<file path="config.mk">
export PLATFORM = sky130hd
export DESIGN_NAME = gc_ctrl
export DESIGN_NICKNAME = d
export VERILOG_FILES = /design/src/rtl/gc_pkg.sv /design/src/rtl/gc_trigger.sv /design/src/rtl/gc_victim_scan.sv /design/src/rtl/gc_move_log.sv /design/src/rtl/gc_ctrl.sv
export SDC_FILE = /design/constraint.sdc
export NUM_CORES = 1
export LEC_CHECK = 0
export ABC_CLOCK_PERIOD_IN_PS = 5500
export CAP_MARGIN = 25
export CORE_UTILIZATION = 50
export DETAILED_ROUTE_END_ITERATION = 6
export PLACE_DENSITY = 0.78
export SLEW_MARGIN = 25
export SYNTH_ARGS = -nofsm -noshare
export SYNTH_HDL_FRONTEND = slang
export SYNTH_HIERARCHICAL = 1
export SYNTH_SLANG_ARGS = --single-unit
</file>
<file path="constraint.sdc">
create_clock -name clk -period 5.5 [get_ports clk]
set_clock_uncertainty 0.1 [all_clocks]
set_input_delay 1.375 -clock clk [delete_from_list [all_inputs] [get_ports clk]]
set_output_delay 1.375 -clock clk [all_outputs]
set_load 0.01 [all_outputs]
</file>
<file path="src/rtl/gc_pkg.sv">
package gc_pkg;
    typedef enum logic [3:0] {
        G_IDLE, G_SCAN, G_PAGE, G_YIELD, G_DST, G_COPY, G_ERASE, G_REMAP, G_RELEASE
    } gc_st_e;

    localparam logic OP_COPY  = 1'b0;
    localparam logic OP_ERASE = 1'b1;

    localparam logic [2:0] STS_IDLE   = 3'd0;
    localparam logic [2:0] STS_SELECT = 3'd1;
    localparam logic [2:0] STS_COPY   = 3'd2;
    localparam logic [2:0] STS_ERASE  = 3'd3;
    localparam logic [2:0] STS_REMAP  = 3'd4;
endpackage

</file>
<file path="src/rtl/gc_trigger.sv">
module gc_trigger #(
    parameter int CNT_W = 4
) (
    input  logic [CNT_W-1:0] free_cnt_i,
    input  logic [CNT_W-1:0] thresh_i,
    input  logic [CNT_W-1:0] hyst_i,
    output logic             low_o,
    output logic             high_o
);
    logic [CNT_W:0] stop_lvl;

    always_comb begin
        stop_lvl = {1'b0, thresh_i} + {1'b0, hyst_i};
        low_o    = free_cnt_i < thresh_i;
        high_o   = {1'b0, free_cnt_i} > stop_lvl;
    end
endmodule

</file>
<file path="src/rtl/gc_victim_scan.sv">
module gc_victim_scan #(
    parameter int NB  = 8,
    parameter int PPB = 4,
    localparam int BLK_W = $clog2(NB),
    localparam int VC_W  = $clog2(PPB + 1)
) (
    input  logic              clk,
    input  logic              rst_n,
    input  logic              start_i,
    input  logic [NB-1:0]     blk_free_i,
    input  logic [NB-1:0]     blk_open_i,
    input  logic [NB*PPB-1:0] valid_map_i,
    output logic              done_o,
    output logic              found_o,
    output logic [BLK_W-1:0]  blk_o
);
    typedef struct packed {
        logic             busy;
        logic             done;
        logic             found;
        logic [BLK_W-1:0] idx;
        logic [BLK_W-1:0] best;
        logic [VC_W-1:0]  best_cnt;
    } scan_t;

    scan_t q, d;
    logic [PPB-1:0]  slice;
    logic [VC_W-1:0] live_cnt;
    logic            elig;

    always_comb begin
        d        = q;
        d.done   = 1'b0;
        slice    = valid_map_i[int'(q.idx)*PPB +: PPB];
        live_cnt = '0;
        for (int p = 0; p < PPB; p++) begin
            live_cnt = live_cnt + VC_W'(slice[p]);
        end
        elig = !blk_free_i[q.idx] && !blk_open_i[q.idx] && (live_cnt < VC_W'(PPB));
        if (start_i) begin
            d.busy     = 1'b1;
            d.found    = 1'b0;
            d.idx      = '0;
            d.best     = '0;
            d.best_cnt = VC_W'(PPB);
        end else if (q.busy) begin
            if (elig && (live_cnt < q.best_cnt)) begin
                d.found    = 1'b1;
                d.best     = q.idx;
                d.best_cnt = live_cnt;
            end
            if (q.idx == BLK_W'(NB - 1)) begin
                d.busy = 1'b0;
                d.done = 1'b1;
            end else begin
                d.idx = q.idx + BLK_W'(1);
            end
        end
    end

    always_ff @(posedge clk) begin
        if (!rst_n) begin
            q <= '0;
        end else begin
            q <= d;
        end
    end

    assign done_o  = q.done;
    assign found_o = q.found;
    assign blk_o   = q.best;


    pick_has_stale_chk: assert property (@(posedge clk) disable iff (!rst_n)
        (q.done && q.found) |-> (q.best_cnt < VC_W'(PPB)));
endmodule

</file>
<file path="src/rtl/gc_move_log.sv">
module gc_move_log #(
    parameter int PPB  = 4,
    parameter int PA_W = 5,
    localparam int PG_W = $clog2(PPB)
) (
    input  logic            clk,
    input  logic            rst_n,
    input  logic            clr_i,
    input  logic            wr_i,
    input  logic [PG_W-1:0] wr_pg_i,
    input  logic [PA_W-1:0] wr_dst_i,
    input  logic [PG_W-1:0] rd_pg_i,
    output logic            moved_o,
    output logic [PA_W-1:0] dst_o
);
    typedef struct packed {
        logic [PPB-1:0]           moved;
        logic [PPB-1:0][PA_W-1:0] dst;
    } log_t;

    log_t q, d;

    always_comb begin
        d = q;
        if (clr_i) begin
            d.moved = '0;
        end else if (wr_i) begin
            d.moved[wr_pg_i] = 1'b1;
            d.dst[wr_pg_i]   = wr_dst_i;
        end
    end

    always_ff @(posedge clk) begin
        if (!rst_n) begin
            q <= '0;
        end else begin
            q <= d;
        end
    end

    assign moved_o = q.moved[rd_pg_i];
    assign dst_o   = q.dst[rd_pg_i];


    single_move_chk: assert property (@(posedge clk) disable iff (!rst_n)
        (wr_i && !clr_i) |-> !q.moved[wr_pg_i]);
endmodule

</file>
<file path="src/rtl/gc_ctrl.sv">
module gc_ctrl
    import gc_pkg::*;
#(
    parameter int NB  = 8,
    parameter int PPB = 4,
    localparam int BLK_W = $clog2(NB),
    localparam int PG_W  = $clog2(PPB),
    localparam int PA_W  = BLK_W + PG_W,
    localparam int CNT_W = $clog2(NB + 1)
) (
    input  logic              clk,
    input  logic              rst_n,
    input  logic [NB-1:0]     blk_free_i,
    input  logic [NB-1:0]     blk_open_i,
    input  logic [NB*PPB-1:0] valid_map_i,
    input  logic [CNT_W-1:0]  free_cnt_i,
    input  logic [CNT_W-1:0]  thresh_i,
    input  logic [CNT_W-1:0]  hyst_i,
    input  logic              host_pend_i,
    output logic              host_slot_o,
    output logic              dst_req_o,
    input  logic              dst_ack_i,
    input  logic [PA_W-1:0]   dst_page_i,
    output logic              cmd_valid_o,
    output logic              cmd_op_o,
    output logic [PA_W-1:0]   cmd_src_o,
    output logic [PA_W-1:0]   cmd_dst_o,
    input  logic              rsp_valid_i,
    input  logic              rsp_ok_i,
    output logic              map_upd_o,
    output logic [PA_W-1:0]   map_old_o,
    output logic [PA_W-1:0]   map_new_o,
    output logic              rel_valid_o,
    output logic [BLK_W-1:0]  rel_blk_o,
    output logic              rel_bad_o,
    output logic [2:0]        status_o,
    output logic              done_o
);
    localparam int PGC_W = PG_W + 1;
    localparam logic [PGC_W-1:0] PG_END = PGC_W'(PPB);

    typedef struct packed {
        gc_st_e           st;
        logic             active;
        logic [BLK_W-1:0] victim;
        logic [PGC_W-1:0] pg;
        logic             yielded;
        logic [PA_W-1:0]  dst;
        logic             bad;
    } ctl_t;

    ctl_t q, d;

    logic             low, high;
    logic             scan_start, scan_done, scan_found;
    logic [BLK_W-1:0] scan_blk;
    logic             log_clr, log_wr, log_moved;
    logic [PA_W-1:0]  log_dst;
    logic [PG_W-1:0]  pg_lo;
    logic             page_live;

    assign pg_lo     = q.pg[PG_W-1:0];
    assign page_live = valid_map_i[int'(q.victim)*PPB + int'(pg_lo)];

    gc_trigger #(.CNT_W(CNT_W)) u_trig (
        .free_cnt_i (free_cnt_i),
        .thresh_i   (thresh_i),
        .hyst_i     (hyst_i),
        .low_o      (low),
        .high_o     (high)
    );

    gc_victim_scan #(.NB(NB), .PPB(PPB)) u_scan (
        .clk         (clk),
        .rst_n       (rst_n),
        .start_i     (scan_start),
        .blk_free_i  (blk_free_i),
        .blk_open_i  (blk_open_i),
        .valid_map_i (valid_map_i),
        .done_o      (scan_done),
        .found_o     (scan_found),
        .blk_o       (scan_blk)
    );

    gc_move_log #(.PPB(PPB), .PA_W(PA_W)) u_log (
        .clk      (clk),
        .rst_n    (rst_n),
        .clr_i    (log_clr),
        .wr_i     (log_wr),
        .wr_pg_i  (pg_lo),
        .wr_dst_i (q.dst),
        .rd_pg_i  (pg_lo),
        .moved_o  (log_moved),
        .dst_o    (log_dst)
    );

    always_comb begin
        d          = q;
        scan_start = 1'b0;
        log_clr    = 1'b0;
        log_wr     = 1'b0;
        unique case (q.st)
            G_IDLE: begin
                if (q.active && high) begin
                    d.active = 1'b0;
                end else if (q.active || low) begin
                    d.active   = 1'b1;
                    d.st       = G_SCAN;
                    scan_start = 1'b1;
                end
            end
            G_SCAN: begin
                if (scan_done) begin
                    if (scan_found) begin
                        d.victim  = scan_blk;
                        d.pg      = '0;
                        d.yielded = 1'b0;
                        d.bad     = 1'b0;
                        log_clr   = 1'b1;
                        d.st      = G_PAGE;
                    end else begin
                        d.st = G_IDLE;
                    end
                end
            end
            G_PAGE: begin
                if (q.pg == PG_END) begin
                    d.st = G_ERASE;
                end else if (page_live) begin
                    d.st = (host_pend_i && !q.yielded) ? G_YIELD : G_DST;
                end else begin
                    d.pg = q.pg + PGC_W'(1);
                end
            end
            G_YIELD: begin
                d.yielded = 1'b1;
                d.st      = G_PAGE;
            end
            G_DST: begin
                if (dst_ack_i) begin
                    d.dst = dst_page_i;
                    d.st  = G_COPY;
                end
            end
            G_COPY: begin
                if (rsp_valid_i) begin
                    log_wr    = 1'b1;
                    d.pg      = q.pg + PGC_W'(1);
                    d.yielded = 1'b0;
                    d.st      = G_PAGE;
                end
            end
            G_ERASE: begin
                if (rsp_valid_i) begin
                    d.bad = !rsp_ok_i;
                    d.pg  = '0;
                    d.st  = G_REMAP;
                end
            end
            G_REMAP: begin
                if (q.pg == PG_END) begin
                    d.st = G_RELEASE;
                end else begin
                    d.pg = q.pg + PGC_W'(1);
                end
            end
            G_RELEASE: begin
                d.st = G_IDLE;
            end
            default: d.st = G_IDLE;
        endcase
    end

    always_ff @(posedge clk) begin
        if (!rst_n) begin
            q    <= '0;
            q.st <= G_IDLE;
        end else begin
            q <= d;
        end
    end

    always_comb begin
        host_slot_o = (q.st == G_YIELD);
        dst_req_o   = (q.st == G_DST);
        cmd_valid_o = (q.st == G_COPY) || (q.st == G_ERASE);
        cmd_op_o    = (q.st == G_ERASE) ? OP_ERASE : OP_COPY;
        cmd_src_o   = (q.st == G_ERASE) ? {q.victim, {PG_W{1'b0}}} : {q.victim, pg_lo};
        cmd_dst_o   = q.dst;
        map_upd_o   = (q.st == G_REMAP) && (q.pg != PG_END) && log_moved;
        map_old_o   = {q.victim, pg_lo};
        map_new_o   = log_dst;
        rel_valid_o = (q.st == G_RELEASE);
        rel_blk_o   = q.victim;
        rel_bad_o   = q.bad;
        done_o      = (q.st == G_RELEASE) && !q.bad;
        case (q.st)
            G_IDLE:                        status_o = STS_IDLE;
            G_SCAN:                        status_o = STS_SELECT;
            G_PAGE, G_YIELD, G_DST, G_COPY: status_o = STS_COPY;
            G_ERASE:                       status_o = STS_ERASE;
            default:                       status_o = STS_REMAP;
        endcase
    end


    cmd_hold_chk: assert property (@(posedge clk) disable iff (!rst_n)
        (cmd_valid_o && !rsp_valid_i) |=> (cmd_valid_o && $stable(cmd_op_o) && $stable(cmd_src_o)));


    slot_once_chk: assert property (@(posedge clk) disable iff (!rst_n)
        host_slot_o |=> !host_slot_o);


    erase_last_chk: assert property (@(posedge clk) disable iff (!rst_n)
        (cmd_valid_o && cmd_op_o == OP_ERASE) |-> (q.pg == PG_END));


    scan_entry_chk: assert property (@(posedge clk) disable iff (!rst_n)
        (q.st == G_SCAN && $past(q.st) == G_IDLE) |-> $past(q.active || low));
endmodule

</file>
# After elaboration in Yosys (flattened, before gate mapping)
# Index checks and enable logic that the tools add are counted.
# W data, S select, Z words.
# word_totals
mem_count	0
latch_bits	0
word_cells	161
mem_bits_rw	0
out_inout_bits	34
input_bits	71
mem_bits_ro	0
register_bits	54
# classes
n_mul	0
order_cmp	8
div	0
mux	60
reduce_logical	38
n_bitwise	5
n_eq_ne	23
addsub	7
shifts	1
# ops
operator	n
$mux W4	11
$pmux W4 S8	1
$shiftx A32 B6 Y4	1
$mux W1	21
$mux W3	7
$bwmux W20	1
$eq A4 B3 Y1 const B	4
$ne A2 B2 Y1 const B	8
$reduce_and A8 Y1	2
$mux W5	3
$pmux W3 S5	1
$mux W12	1
$pmux W3 S4	1
$reduce_and A2 Y1	6
$bmux W5 S2	1
$demux W5 S2	1
$logic_and A1 B1 Y1	9
$eq A4 B2 Y1 const B	2
$reduce_and A4 Y1	2
$reduce_bool A2 Y1	4
$add A3 B1 Y3	2
$add A3 B1 Y3 const B	2
$add A5 B2 Y6	1
$bmux W1 S3	2
other kinds (33)	48

# Depth between registers and ports, before layout
# depth
depth_word	10
mapped_depth	13
mapped_depth_nobuf	13

# Cells and area by module
# The synthesis kept the hierarchy.
# modules_own_cells
module	seq_area_each_um2	area_per_inst_um2	n_inst	cells_each
gc_ctrl	360.3	1639.1	1	214
gc_move_log	480.5	1077.3	1	99
gc_victim_scan	240.2	935.9	1	97
gc_trigger	0.0	286.5	1	34

# Worst setup path before layout
# No wires, ideal clock.
# synth_timing
path_kind	in2reg
startpoint	input valid_map_i[13]
endpoint	register u_scan.q, in the netlist u_scan/blk_o[0]
arrival_ps	4086
setup_slack_ps	1185
required_time_ps	5272
stages	12
setup_time_ps	128
path_buffers	0
path_cell_list	mux4_2 mux2i_1 fa_1 inv_1 ha_1 ha_1 ha_1 o21ai_1 o211ai_2 or4_4 nand3_1 a21oi_1
# synth_between
elab_chain_cells	8
elab_cells_between_ends	9
cone_classes	add/sub: 3; order compare: 2; shift: 1; reduce/logical: 3
# synth_rtl
element	line_no	text
start, declared	gc_ctrl.sv:15	input logic [NB*PPB-1:0] valid_map_i,
$shiftx A32 B6 Y4 (*)	gc_victim_scan.sv:34	slice = valid_map_i[int'(q.idx)*PPB +: PPB];
$add A1 B1 Y2 (*)	gc_victim_scan.sv:37	live_cnt = live_cnt + VC_W'(slice[p]);
$add A3 B1 Y3 (*) (2 in series)	gc_victim_scan.sv:37	
named net u_scan.live_cnt[1]	gc_victim_scan.sv:28	logic [VC_W-1:0] live_cnt;
$lt A3 B3 Y1	gc_victim_scan.sv:39	elig = !blk_free_i[q.idx] && !blk_open_i[q.idx] && (live_cnt < VC_W'(PPB));
$logic_and A1 B1 Y1	gc_victim_scan.sv:39	
$logic_and A1 B1 Y1 (*)	gc_victim_scan.sv:47	if (elig && (live_cnt < q.best_cnt)) begin
$reduce_and A2 Y1 (no source line) (*)	n/a	
end signal, assigned	gc_victim_scan.sv:63	q <= '0;
end signal, assigned	gc_victim_scan.sv:65	q <= d;
end, declared	gc_victim_scan.sv:26	scan_t q, d;
# The timed path passes the listed nets; every way through them passes the cells marked *.
# A chain may end at the register's enable or synchronous reset.

# Worst setup path after layout
# Ends and elaborated chain as after synthesis.

==> results by group <==
Outcome
  • Status: complete, no violations

CTS
  • Clk Tree Root Cell: clkbuf_8
  • Setup repair bufs after CTS: 0
  • CTS clk-pin slew, worst paths: 100 ps
  • Max Buffers Root-to-Sink: 2
  • CTS Buf Count: 5
  • CTS tree: done
  • CTS Sinks: 54
  • Post_cts resized: 0
  • Worst-skew pair later-pin latency: 310 ps
  • Number of H-tree levels: 2
  • Hold buffer count at CTS: 0

Floorplan
  • DIE AREA: 8240 sq um
  • Die Span Y: 90.8 microns
  • Die X-Extent: 90.8 microns
  • CORE AREA: 7450 sq um
  • I/O pin total: 105
  • Effective utilization at floorplan: 0.529
  • Rows: 31

Synthesis
  • Cell variety after synth: 67
  • Synth Warn #: 6
  • Yosys top cell by area: dfxtp_1
  • Post-synthesis sequential area ratio: 0.274
  • Most frequent cell after synthesis: dfxtp_1
  • Flops & latches, synth: 54
  • Number of synthesized flops with an enable pin: 0
  • Ranking of synthesized cells by area: dfxtp_1 (27%), mux2i_1 (12%), mux4_2 (8.6%), ha_1 (6.0%), nand2_1 (4.7%)
  • Post-synth ARST share: 0
  • Syn nets: 536
  • Post-synth top cells: dfxtp_1 (54), nand2_1 (49), mux2i_1 (47)
  • Ys flop type: dfxtp_1
  • Mapped Area: 3940 sq um
  • Mapped Cells: 444
  • Mean post-synth cell area: 8.87 sq um
  • Post-synth top area share: 0.274

STA
  • Final worst path period need: 4740 ps
  • F_max: 211 MHz
  • Unrepaired setup endpoints after global routing: false
  • Period Utilization, post-route: 0.861
  • Slew Limit Headroom: 0.436
  • Post-Route Setup TNS: 0 ps
  • Least-Margin Pin Slew: 839 ps
  • Fin. Hold Viols: 0
  • Fin. max-slew vios: 0
  • Finish-stage setup viols: 0

Power
  • Pleak: 1.82 nW
  • VDD IR max: 0.121 mV
  • Tot Pwr: 1.19 mW
  • Power Density: 239 nW/um^2

Global route
  • Total grt overflow: 0
  • Largest net degree at the start of global routing: 38
  • Total GRT Usage: 0.233
  • Antenna violations before repair: 0
  • First-pass GRT wire length: 15700 microns
  • Vias in the first global route: 3473

Placed design
  • Detail Placement HPWL: 7230 microns
  • I/O Buffers: 104
  • Cell Area, Placed: 4850 sq um
  • Routability cong.: 0.975

Final layout
  • Post-route cell area: 4960 sq um
  • ANT cells: 0
  • FILL cells: 592
  • Layout cells sized above 1: 0.0928
  • Final net count: 608
  • Area Growth Syn to Fin: 26.0%

Worst setup path
  • CP Capture Point: u_scan/blk_o[0]
  • WS Path Type: input port to flop
  • CP Launch Type: input port
  • Worst-case reg-to-reg path depth: 12
  • Data required, critical path: 5630 ps
  • Crit Path Max Fanout: 5
  • Critical Path AT: 4870 ps
  • Crit. End Element: flop
  • Origin of the critical flop-to-flop path: u_scan/q[6]
  • R2r endpoint: u_scan/blk_o[0]
  • Critical Path Source: valid_map_i[13]
  • Flop-to-flop setup slack: 1330 ps

Routing
  • Detailed-route vias per instance: 5.66
  • WL final: 9340 microns
  • Via count: 3489
  • DRC: 0
  • Detail Route Antenna Nets: 0
  • Mean routed wirelength per cell: 15.2 microns
  • First-pass DRT Iterations: 5
  • DR iter-0 viols: 99

Flow run
  • Max Cap Viol: 0

Worst hold path
  • Worst min path class: flop to flop
-- critical path: stages --
cell             delay [ps]
clkdlybuf4s50_1         440
mux4_2                  490
mux2i_1                 210
fa_1                    440
inv_1                    70
ha_1                    140
ha_1                    240
ha_1                    280
o21ai_1                 170
o211ai_2                160
nor4_2                  450
o21ai_0                 190
a21oi_1                 220
-- cells by family (layout without fill, tap and decap cells) --
kind of cell / Yosys count / after routing / synth area share
buffers and inverters: 68 / 141 / 0.0956
adders and majority gates: 21 / 21 / 0.0705
AOI/OAI and AO/OA: 73 / 73 / 0.126
xor gates and xnor gates: 4 / 4 / 0.00890
DFF: 54 / 54 / 0.274
muxes: 62 / 62 / 0.205
and+or+nand+nor: 162 / 162 / 0.220
-- stage by stage --
| stage | hold slack (ps) | std cells | setup WS [ps] | util |
|---|---|---|---|---|
| floorplan | 322 | 444 | 1190 | - |
| global placement | 330 | 608 | 616 | 0.651 |
| detailed placement | 338 | 608 | 509 | 0.651 |
| CTS | 353 | 616 | 812 | 0.667 |
| global route | 381 | 616 | 602 | 0.667 |
| finish | 352 | 616 | 762 | 0.667 |
-- how the worst min path moves through the flow --
stage | depth (start not counted) | end | from
final | 2 | u_log/q[22] | u_log/q[22]
after global routing | 2 | u_log/q[20] | u_log/q[20]
after detailed placement | 2 | u_log/q[22] | u_log/q[22]
after floorplan | 2 | u_log/q[22] | u_log/q[22]
after CTS | 2 | u_log/q[22] | u_log/q[22]
after global placement | 2 | u_log/q[20] | u_log/q[20]
-- cells in the final DEF, fill, tap and decap left out, types with 2 or more instances in the layout --
cell type,n
a211oi_1,3
a21oi_1,27
a21oi_2,2
a22oi_1,4
a31oi_1,2
and2_1,2
buf_4,3
clkbuf_8,5
clkdlybuf4s50_1,104
dfxtp_1,54
fa_1,2
ha_1,19
inv_1,23
inv_2,3
mux2i_1,47
mux4_2,15
nand2_1,49
nand2b_1,12
nand3_1,15
nand3b_1,2
nand4_1,3
nand4b_1,3
nor2_1,37
nor2b_1,6
nor3_1,11
nor3b_2,2
nor4_1,2
o21a_1,4
o21ai_0,11
o21ai_1,3
o31a_1,2
or4_1,3
xnor2_1,3
-- sequential cells by signal, indices dropped and copies added, names as in the netlist --
signal	cells
cmd_dst_o	5
map_old_o	2
q	7
rel_bad_o	1
rel_blk_o	3
u_log/q	24
u_scan/blk_o	3
u_scan/done_o	1
u_scan/found_o	1
u_scan/q	7
-- power by group --
group / internal [mW] / switching, mW / total (mW)
registers: 0.413 / 0.0605 / 0.474
clock network: 0.139 / 0.138 / 0.276
logic: 0.223 / 0.213 / 0.437
total: 0.775 / 0.411 / 1.19
-- per-layer routing --
| metal | global-route usage | vias up | wire length, microns |
|---|---|---|---|
| met2 | 0.422 | 137 | 4570 |
| met1 | 0.285 | 1632 | 4100 |
| met3 | 0.0286 | 11 | 541 |
| li1 | - | 1709 | - |
| met4 | 0.0739 | 0 | 132 |
| met5 | 0 | - | 0 |
-- layout make-up --
class                      instances  area (sq um)  share of cell area
multi-input combinational        322          2480               0.500
inverter                          26          97.6              0.0197
timing repair buffer             107          1060               0.214
clock buffer                       5          68.8              0.0139
sequential                        54          1080               0.218
tap                               99           124              0.0249
clock inverter                     3          48.8             0.00983
Note: power is estimated with default switching activity, not from simulation.
